## src/rtl/pmt_pkg.sv

```systemverilog
package pmt_pkg;

    localparam int ADDR_W     = 32;
    localparam int PAGE_SHIFT = 16;
    localparam int PAGE_KB    = 64;
    localparam int PSZ_W      = 16;
    localparam int CNT_W      = 8;
    localparam int PG_W       = ADDR_W - PAGE_SHIFT;

    typedef enum logic [1:0] {
        TGT_NONE  = 2'b00,
        TGT_FLASH = 2'b01,
        TGT_PSRAM = 2'b10,
        TGT_RSVD  = 2'b11
    } tgt_e;

    typedef enum logic [2:0] {
        ST_OK    = 3'd0,
        ST_ALIGN = 3'd1,
        ST_PSIZE = 3'd3,
        ST_RANGE = 3'd5
    } status_e;

    typedef struct packed {
        tgt_e              tgt;
        logic [ADDR_W-1:0] va;
        logic [ADDR_W-1:0] pa;
        logic [PSZ_W-1:0]  psize_kb;
        logic [CNT_W-1:0]  count;
        logic              fixed;
    } map_req_t;

    function automatic logic tgt_usable(tgt_e t);
        return (t == TGT_FLASH) || (t == TGT_PSRAM);
    endfunction

    function automatic logic [PG_W-1:0] page_of(logic [ADDR_W-1:0] va,
                                                 logic [ADDR_W-1:0] base);
        logic [ADDR_W-1:0] off;
        off = va - base;
        return off[ADDR_W-1:PAGE_SHIFT];
    endfunction

    function automatic logic in_window(logic [ADDR_W-1:0] va,
                                       logic [ADDR_W-1:0] base, int n);
        return (va >= base) && (page_of(va, base) < PG_W'(n));
    endfunction

endpackage

```

## src/rtl/pmt_check.sv

```systemverilog
module pmt_check import pmt_pkg::*; #(
    parameter int                NUM_PAGES = 64,
    parameter logic [ADDR_W-1:0] VBASE     = 32'h3C00_0000,
    localparam int               IDX_W     = $clog2(NUM_PAGES)
) (
    input  map_req_t         req,
    output status_e          code,
    output logic [IDX_W-1:0] start_idx
);
    logic [PG_W-1:0] pg;
    logic [PG_W:0]   pg_end;
    logic            misaligned;
    logic            bad_size;
    logic            bad_range;

    always_comb begin
        pg         = page_of(req.va, VBASE);
        pg_end     = {1'b0, pg} + (PG_W+1)'(req.count);
        misaligned = (req.va[PAGE_SHIFT-1:0] != '0) || (req.pa[PAGE_SHIFT-1:0] != '0);
        bad_size   = (req.psize_kb != PSZ_W'(PAGE_KB));
        bad_range  = !in_window(req.va, VBASE, NUM_PAGES) ||
                     (pg_end > (PG_W+1)'(NUM_PAGES));
        start_idx  = pg[IDX_W-1:0];
        // R2 then R3 then R4: first fault found decides the code
        if (misaligned)     code = ST_ALIGN;
        else if (bad_size)  code = ST_PSIZE;
        else if (bad_range) code = ST_RANGE;
        else                code = ST_OK;
    end
endmodule

```

## src/rtl/pmt_seq.sv

```systemverilog
module pmt_seq import pmt_pkg::*; #(
    parameter int  NUM_PAGES = 64,
    parameter int  PPAGE_W   = 8,
    localparam int IDX_W     = $clog2(NUM_PAGES)
) (
    input  logic               clk,
    input  logic               rst,
    input  logic               fire,
    input  status_e            code,
    input  logic [IDX_W-1:0]   start_idx,
    input  logic [PPAGE_W-1:0] start_pp,
    input  logic [CNT_W-1:0]   count,
    input  logic               fixed,
    input  tgt_e               tgt,
    output logic               busy,
    output logic               done,
    output status_e            status,
    output logic               wr_en,
    output logic [IDX_W-1:0]   wr_idx,
    output tgt_e               wr_tgt,
    output logic [PPAGE_W-1:0] wr_pp
);
    logic               busy_q;
    logic               done_q;
    status_e            status_q;
    logic [IDX_W-1:0]   idx_q;
    logic [PPAGE_W-1:0] pp_q;
    logic [CNT_W-1:0]   left_q;
    logic               fixed_q;
    tgt_e               tgt_q;

    always_ff @(posedge clk) begin
        if (rst) begin
            busy_q   <= 1'b0;
            done_q   <= 1'b0;
            status_q <= ST_OK;
            idx_q    <= '0;
            pp_q     <= '0;
            left_q   <= '0;
            fixed_q  <= 1'b0;
            tgt_q    <= TGT_NONE;
        end else begin
            done_q <= 1'b0;
            if (busy_q) begin
                idx_q  <= idx_q + 1'b1;
                left_q <= left_q - 1'b1;
                if (!fixed_q) pp_q <= pp_q + 1'b1;
                if (left_q == CNT_W'(1)) begin
                    busy_q   <= 1'b0;
                    done_q   <= 1'b1;
                    status_q <= ST_OK;
                end
            end else if (fire) begin
                if (code != ST_OK) begin
                    done_q   <= 1'b1;
                    status_q <= code;
                end else if (count == '0) begin
                    done_q   <= 1'b1;
                    status_q <= ST_OK;
                end else begin
                    busy_q  <= 1'b1;
                    idx_q   <= start_idx;
                    pp_q    <= start_pp;
                    left_q  <= count;
                    fixed_q <= fixed;
                    tgt_q   <= tgt;
                end
            end
        end
    end

    assign busy   = busy_q;
    assign done   = done_q;
    assign status = status_q;
    assign wr_en  = busy_q;
    assign wr_idx = idx_q;
    assign wr_tgt = tgt_q;
    assign wr_pp  = pp_q;

    a_r7_fixed_holds_page: assert property (@(posedge clk) disable iff (rst)
        (busy_q && $past(busy_q) && fixed_q) |-> $stable(pp_q));
    a_r5_run_has_pages: assert property (@(posedge clk) disable iff (rst)
        busy_q |-> (left_q != '0));
    a_r5_done_not_busy: assert property (@(posedge clk) disable iff (rst)
        done_q |-> !busy_q);
endmodule

```

## src/rtl/pmt_table.sv

```systemverilog
module pmt_table import pmt_pkg::*; #(
    parameter int  NUM_PAGES = 64,
    parameter int  PPAGE_W   = 8,
    localparam int IDX_W     = $clog2(NUM_PAGES)
) (
    input  logic               clk,
    input  logic               rst,
    input  logic               clr,
    input  logic               wr_en,
    input  logic [IDX_W-1:0]   wr_idx,
    input  tgt_e               wr_tgt,
    input  logic [PPAGE_W-1:0] wr_pp,
    input  logic               lu_in,
    input  logic [IDX_W-1:0]   lu_idx,
    output logic               lu_valid,
    output tgt_e               lu_tgt,
    output logic [PPAGE_W-1:0] lu_pp
);
    tgt_e                 ent_tgt [NUM_PAGES];
    logic [PPAGE_W-1:0]   ent_pp  [NUM_PAGES];
    logic [NUM_PAGES-1:0] valid_vec;

    for (genvar g = 0; g < NUM_PAGES; g++) begin : g_ent
        always_ff @(posedge clk) begin
            if (rst || clr) begin
                ent_tgt[g] <= TGT_NONE;
                ent_pp[g]  <= '0;
            end else if (wr_en && (wr_idx == IDX_W'(g))) begin
                ent_tgt[g] <= wr_tgt;
                ent_pp[g]  <= wr_pp;
            end
        end
        assign valid_vec[g] = tgt_usable(ent_tgt[g]);
    end

    always_comb begin
        lu_valid = lu_in && valid_vec[lu_idx];
        lu_tgt   = lu_in ? ent_tgt[lu_idx] : TGT_NONE;
        lu_pp    = lu_in ? ent_pp[lu_idx] : '0;
    end

    a_r9_clear_all: assert property (@(posedge clk) disable iff (rst)
        clr |=> (valid_vec == '0));
endmodule

```

## src/rtl/page_map_prog.sv

```systemverilog
module page_map_prog import pmt_pkg::*; #(
    parameter int                NUM_PAGES = 64,
    parameter int                PPAGE_W   = 8,
    parameter logic [ADDR_W-1:0] VBASE     = 32'h3C00_0000
) (
    input  logic               clk,
    input  logic               rst,
    input  logic               req_valid,
    input  logic [1:0]         req_target,
    input  logic [ADDR_W-1:0]  req_vaddr,
    input  logic [ADDR_W-1:0]  req_paddr,
    input  logic [PSZ_W-1:0]   req_psize_kb,
    input  logic [CNT_W-1:0]   req_count,
    input  logic               req_fixed,
    input  logic               init,
    output logic               busy,
    output logic               done,
    output logic [2:0]         status,
    input  logic [ADDR_W-1:0]  lu_vaddr,
    output logic               lu_valid,
    output logic [1:0]         lu_target,
    output logic [PPAGE_W-1:0] lu_ppage
);
    localparam int IDX_W = $clog2(NUM_PAGES);

    map_req_t           req;
    status_e            code;
    status_e            st;
    tgt_e               lu_t;
    logic [IDX_W-1:0]   start_idx;
    logic               fire;
    logic               clr;
    logic               wr_en;
    logic [IDX_W-1:0]   wr_idx;
    tgt_e               wr_tgt;
    logic [PPAGE_W-1:0] wr_pp;
    logic [PG_W-1:0]    lu_pg;
    logic               lu_in;

    assign req = '{tgt: tgt_e'(req_target), va: req_vaddr, pa: req_paddr,
                   psize_kb: req_psize_kb, count: req_count, fixed: req_fixed};

    // init wins over a request; both ignored mid-run
    assign fire = req_valid && !busy && !init;
    assign clr  = init && !busy;

    pmt_check #(.NUM_PAGES(NUM_PAGES), .VBASE(VBASE)) u_check (
        .req(req), .code(code), .start_idx(start_idx));

    pmt_seq #(.NUM_PAGES(NUM_PAGES), .PPAGE_W(PPAGE_W)) u_seq (
        .clk(clk), .rst(rst), .fire(fire), .code(code), .start_idx(start_idx),
        .start_pp(req.pa[PAGE_SHIFT +: PPAGE_W]), .count(req.count),
        .fixed(req.fixed), .tgt(req.tgt), .busy(busy), .done(done),
        .status(st), .wr_en(wr_en), .wr_idx(wr_idx), .wr_tgt(wr_tgt),
        .wr_pp(wr_pp));

    assign lu_pg = page_of(lu_vaddr, VBASE);
    assign lu_in = in_window(lu_vaddr, VBASE, NUM_PAGES);

    pmt_table #(.NUM_PAGES(NUM_PAGES), .PPAGE_W(PPAGE_W)) u_table (
        .clk(clk), .rst(rst), .clr(clr), .wr_en(wr_en), .wr_idx(wr_idx),
        .wr_tgt(wr_tgt), .wr_pp(wr_pp), .lu_in(lu_in),
        .lu_idx(lu_pg[IDX_W-1:0]), .lu_valid(lu_valid), .lu_tgt(lu_t),
        .lu_pp(lu_ppage));

    assign status    = st;
    assign lu_target = lu_t;

    a_r4_no_write_on_error: assert property (@(posedge clk) disable iff (rst)
        (fire && (code != ST_OK)) |=> !wr_en);
    a_r9_init_drops_req: assert property (@(posedge clk) disable iff (rst)
        (init && req_valid && !busy) |=> (!busy && !done));
    a_r3_code_legal: assert property (@(posedge clk) disable iff (rst)
        done |-> (st == ST_OK || st == ST_ALIGN || st == ST_PSIZE || st == ST_RANGE));
    a_r11_outside_invalid: assert property (@(posedge clk) disable iff (rst)
        !lu_in |-> !lu_valid);
endmodule

```

## config.mk

```make
export PLATFORM = sky130hd
export DESIGN_NAME = page_map_prog
export DESIGN_NICKNAME = d
export VERILOG_FILES = /design/src/rtl/pmt_pkg.sv /design/src/rtl/pmt_check.sv /design/src/rtl/pmt_seq.sv /design/src/rtl/pmt_table.sv /design/src/rtl/page_map_prog.sv
export SDC_FILE = /design/constraint.sdc
export NUM_CORES = 1
export LEC_CHECK = 0
export ABC_AREA = 1
export BUFFER_PORTS_ARGS = -buffer_cell sky130_fd_sc_hd__buf_2
export CAP_MARGIN = 30
export CORE_MARGIN = 5
export CORE_UTILIZATION = 62
export CTS_BUF_LIST = sky130_fd_sc_hd__clkbuf_4 sky130_fd_sc_hd__clkbuf_8 sky130_fd_sc_hd__clkbuf_16
export DETAILED_ROUTE_END_ITERATION = 10
export PLACE_DENSITY = 0.77
export SKIP_LAST_GASP = 1
export SLEW_MARGIN = 10
export SYNTH_ARGS = -nofsm -noshare
export SYNTH_HDL_FRONTEND = slang
export SYNTH_HIERARCHICAL = 1
export SYNTH_SLANG_ARGS = --single-unit
```

## constraint.sdc

```tcl
create_clock -name clk -period 3.8 [get_ports clk]
set_clock_uncertainty 0.2 [all_clocks]
set_input_delay 0.38 -clock clk [delete_from_list [all_inputs] [get_ports clk]]
set_output_delay 0.38 -clock clk [all_outputs]
set_load 0.01 [all_outputs]
```

==> results_dict.tcl <==
set metrics [dict create \
    cp_data_required_time_ns 4.09 \
    grt_overflow 0 \
    grt_pass1_vias 26353 \
    max-vdd-ir-drop_uv 420 \
    maxCapViolations 0 \
    powerDensity_nw_per_um2 442 \
    wirelength_mm 92.9 \
    viasPerCell 5.98 \
    die_y_um 244 \
    start_util_pct 62.8 \
    grt_pass1_wl_mm 143 \
    cp_max_fo 7 \
    synth-async-reset-ratio_pct 0 \
    cp-end-kind "flip-flop" \
    worst_pin_slew_ns 1.03 \
    placed_area_sq_um 34900 \
    fin_nets 4012 \
    grt_max_degree 133 \
    leakage_nw 14.0 \
    hold_viol_final 0 \
    min_period_ns 3.63 \
    cts_tree "built" \
    drt_iter0_markers 3605 \
    avgSynthCellArea_sq_um 8.87 \
    vias 27600 \
    synth_area_sq_um 33900 \
    dp_hpwl_mm 56.8 \
    cts_buffers 70 \
    hp-class "primary input to flip-flop" \
    start_kind "primary input" \
    drcViolationCount 0 \
    num_rows 85 \
    totalPowerFinal_mw 16.5 \
    cts.path.max_buffers 3 \
    critical_path_class "primary input to flip-flop" \
    outcome "finished clean" \
    ys_seq_elements 670 \
    gp_congestion 0.908 \
    diodes 0 \
    min_period_over_period_pct 95.6 \
    stdcell_area_sq_um 37500 \
    layout_setup_ws_ns 0.167 \
    syn_nets 3970 \
    synth_edf_count 640 \
    clk_pin_slew_worst_paths_ns 0.06 \
    synth_warnings 6 \
    setup_viol_count_final 0 \
    syn_to_final_growth_pct 10.3 \
    synth_ff_type "edfxtp_1" \
    syn_inst 3828 \
    ys_types 40 \
    ant_nets 0 \
    final_common_cell "nand2_1" \
    maxSlewHeadroom_pct 31.1 \
    numPortBuffers 118 \
    finalMaxSlewViolations 0 \
    final_cell_mix "954 x nand2_1, 783 x nor2_1, 640 x edfxtp_1" \
    avgRoutedWirePerCell_um 20.1 \
    cts_sinks 670 \
    layout-drive-gt1-share_pct 10.6 \
    fp.dieArea_sq_um 59500 \
    ys_seq_area_share_pct 58.4 \
    core_area_sq_um 54000 \
    h-tree-depth 3 \
    die_w_um 244 \
    grtUsageTotal_pct 30.5 \
    clockRootBuffer "clkbuf_16" \
    antenna_found_initial 0 \
    drt-pass1-iter-count 8 \
    cp.arrival_ns 3.93 \
    pre_cts_ws_ns 0.318 \
    max_freq_mhz 275 \
    clock_latency_ns 0.60 \
    io_pins 143 \
    whs_ns 0.0448 \
]
## report_power, final
group / internal, mW / switching, mW / total (mW)
Sequential: 8.42 / 0.116 / 8.53
Clock: 3.88 / 2.76 / 6.64
Combinational: 0.423 / 0.937 / 1.36
Total: 12.7 / 3.81 / 16.5
## routing by layer
metal,wire length [um],GRT usage (%),up-vias,share of wire (%)
li1,-,-,12912,-
met1,33700,38.7,12855,36
met2,45200,51.5,1538,49
met3,9260,5.34,295,10
met4,4810,14.4,0,5.2
met5,0,0,-,0
## logic make-up after synthesis
kind of cell / count (synthesis) / share of synthesized area [%]
and+or+nand+nor: 2347 / 29.3
DFF: 670 / 58.4
AOI/OAI and AO/OA: 346 / 5.47
adders and majority gates: 15 / 0.575
muxes: 1 / 0.0295
buffers and inverters: 435 / 5.86
xor gates and xnor gates: 14 / 0.361
## through the flow
stage                     utilization [%]   TNS, ns  cells
after detailed placement             64.7         0   4464
after floorplan                         -         0   3828
after CTS                            69.2         0   4614
after global routing                 69.3  -0.00662   4619
after global placement               64.6         0   4463
final                                69.3         0   4619
## flip-flops by register name, summed over array words and instances, names as in the netlist
| name | cells |
|---|---|
| u_seq/wr_pp | 8 |
| u_seq/done | 1 |
| u_seq/left_q | 8 |
| u_seq/status | 3 |
| u_table/ent_pp | 512 |
| u_table/ent_tgt | 128 |
| u_seq/wr_tgt | 2 |
| u_seq/busy | 1 |
| u_seq/fixed_q | 1 |
| u_seq/wr_idx | 6 |
## synth_stat cells, types with 5 or more instances
library cell | number | area share (%)
a21oi_1 | 176 | 2.6
buf_1 | 16 | 0.18
buf_2 | 89 | 1.3
buf_4 | 30 | 0.66
buf_6 | 16 | 0.53
clkbuf_1 | 100 | 1.1
dfxtp_1 | 30 | 1.8
edfxtp_1 | 640 | 57
ha_1 | 14 | 0.52
inv_1 | 165 | 1.8
inv_2 | 15 | 0.17
nand2_1 | 954 | 11
nand3_1 | 492 | 7.3
nand3_2 | 54 | 1.6
nand3b_1 | 5 | 0.11
nand4_1 | 20 | 0.37
nor2_1 | 784 | 8.7
nor2_2 | 11 | 0.20
nor4_1 | 8 | 0.15
o211ai_1 | 8 | 0.18
o21ai_0 | 109 | 1.6
o21ai_1 | 13 | 0.19
o31ai_1 | 32 | 0.71
or2_2 | 9 | 0.17
xor2_1 | 13 | 0.34
## area by class of cell
type	instances	area (sq um)
fill	4124	16600
clock inverter	31	260
inverter	183	697
tap	696	871
timing repair buffer	222	1680
clock buffer	94	1950
sequential	670	19800
multi-input combinational	2723	12200
## worst max-delay path: stages
cell,delay (ns)
dlygate4sd3_1,0.53
buf_2,0.14
ha_2,0.22
fa_2,0.43
or2_1,0.23
nor2_1,0.11
nand3_1,0.08
nor2_1,0.09
nand2_1,0.06
nand2_1,0.06
nand2_1,0.04
inv_1,0.05
nand2_1,0.05
nor2_2,0.13
nor2_1,0.09
nor3_4,0.25
buf_6,0.17
nand4_1,0.09
nand2_1,0.12
a21oi_2,0.05
dlygate4sd3_1,0.55
## path summary, 6_finish.rpt
kind,from,end,slack (ns),cells after the start
worst max-delay path,req_count[0],u_seq/left_q[6],0.17,21
worst min-delay path,req_paddr[16],u_seq/wr_pp[0],0.04,7
worst max register to register,u_seq/wr_idx[2],u_table/ent_pp[7][2],1.03,6
worst min register to register,u_seq/status[1],u_seq/status[1],0.26,2
## timing repair
item | in CTS | in global routing
hold endpoints to repair | 28 | 0
buffers inserted | 0 | 4
endpoints found under the setup margin | 0 | 1
resized for setup | 0 | 4
hold buffers | 25 | 0
No activity file was read; power rests on OpenSTA's default activity.
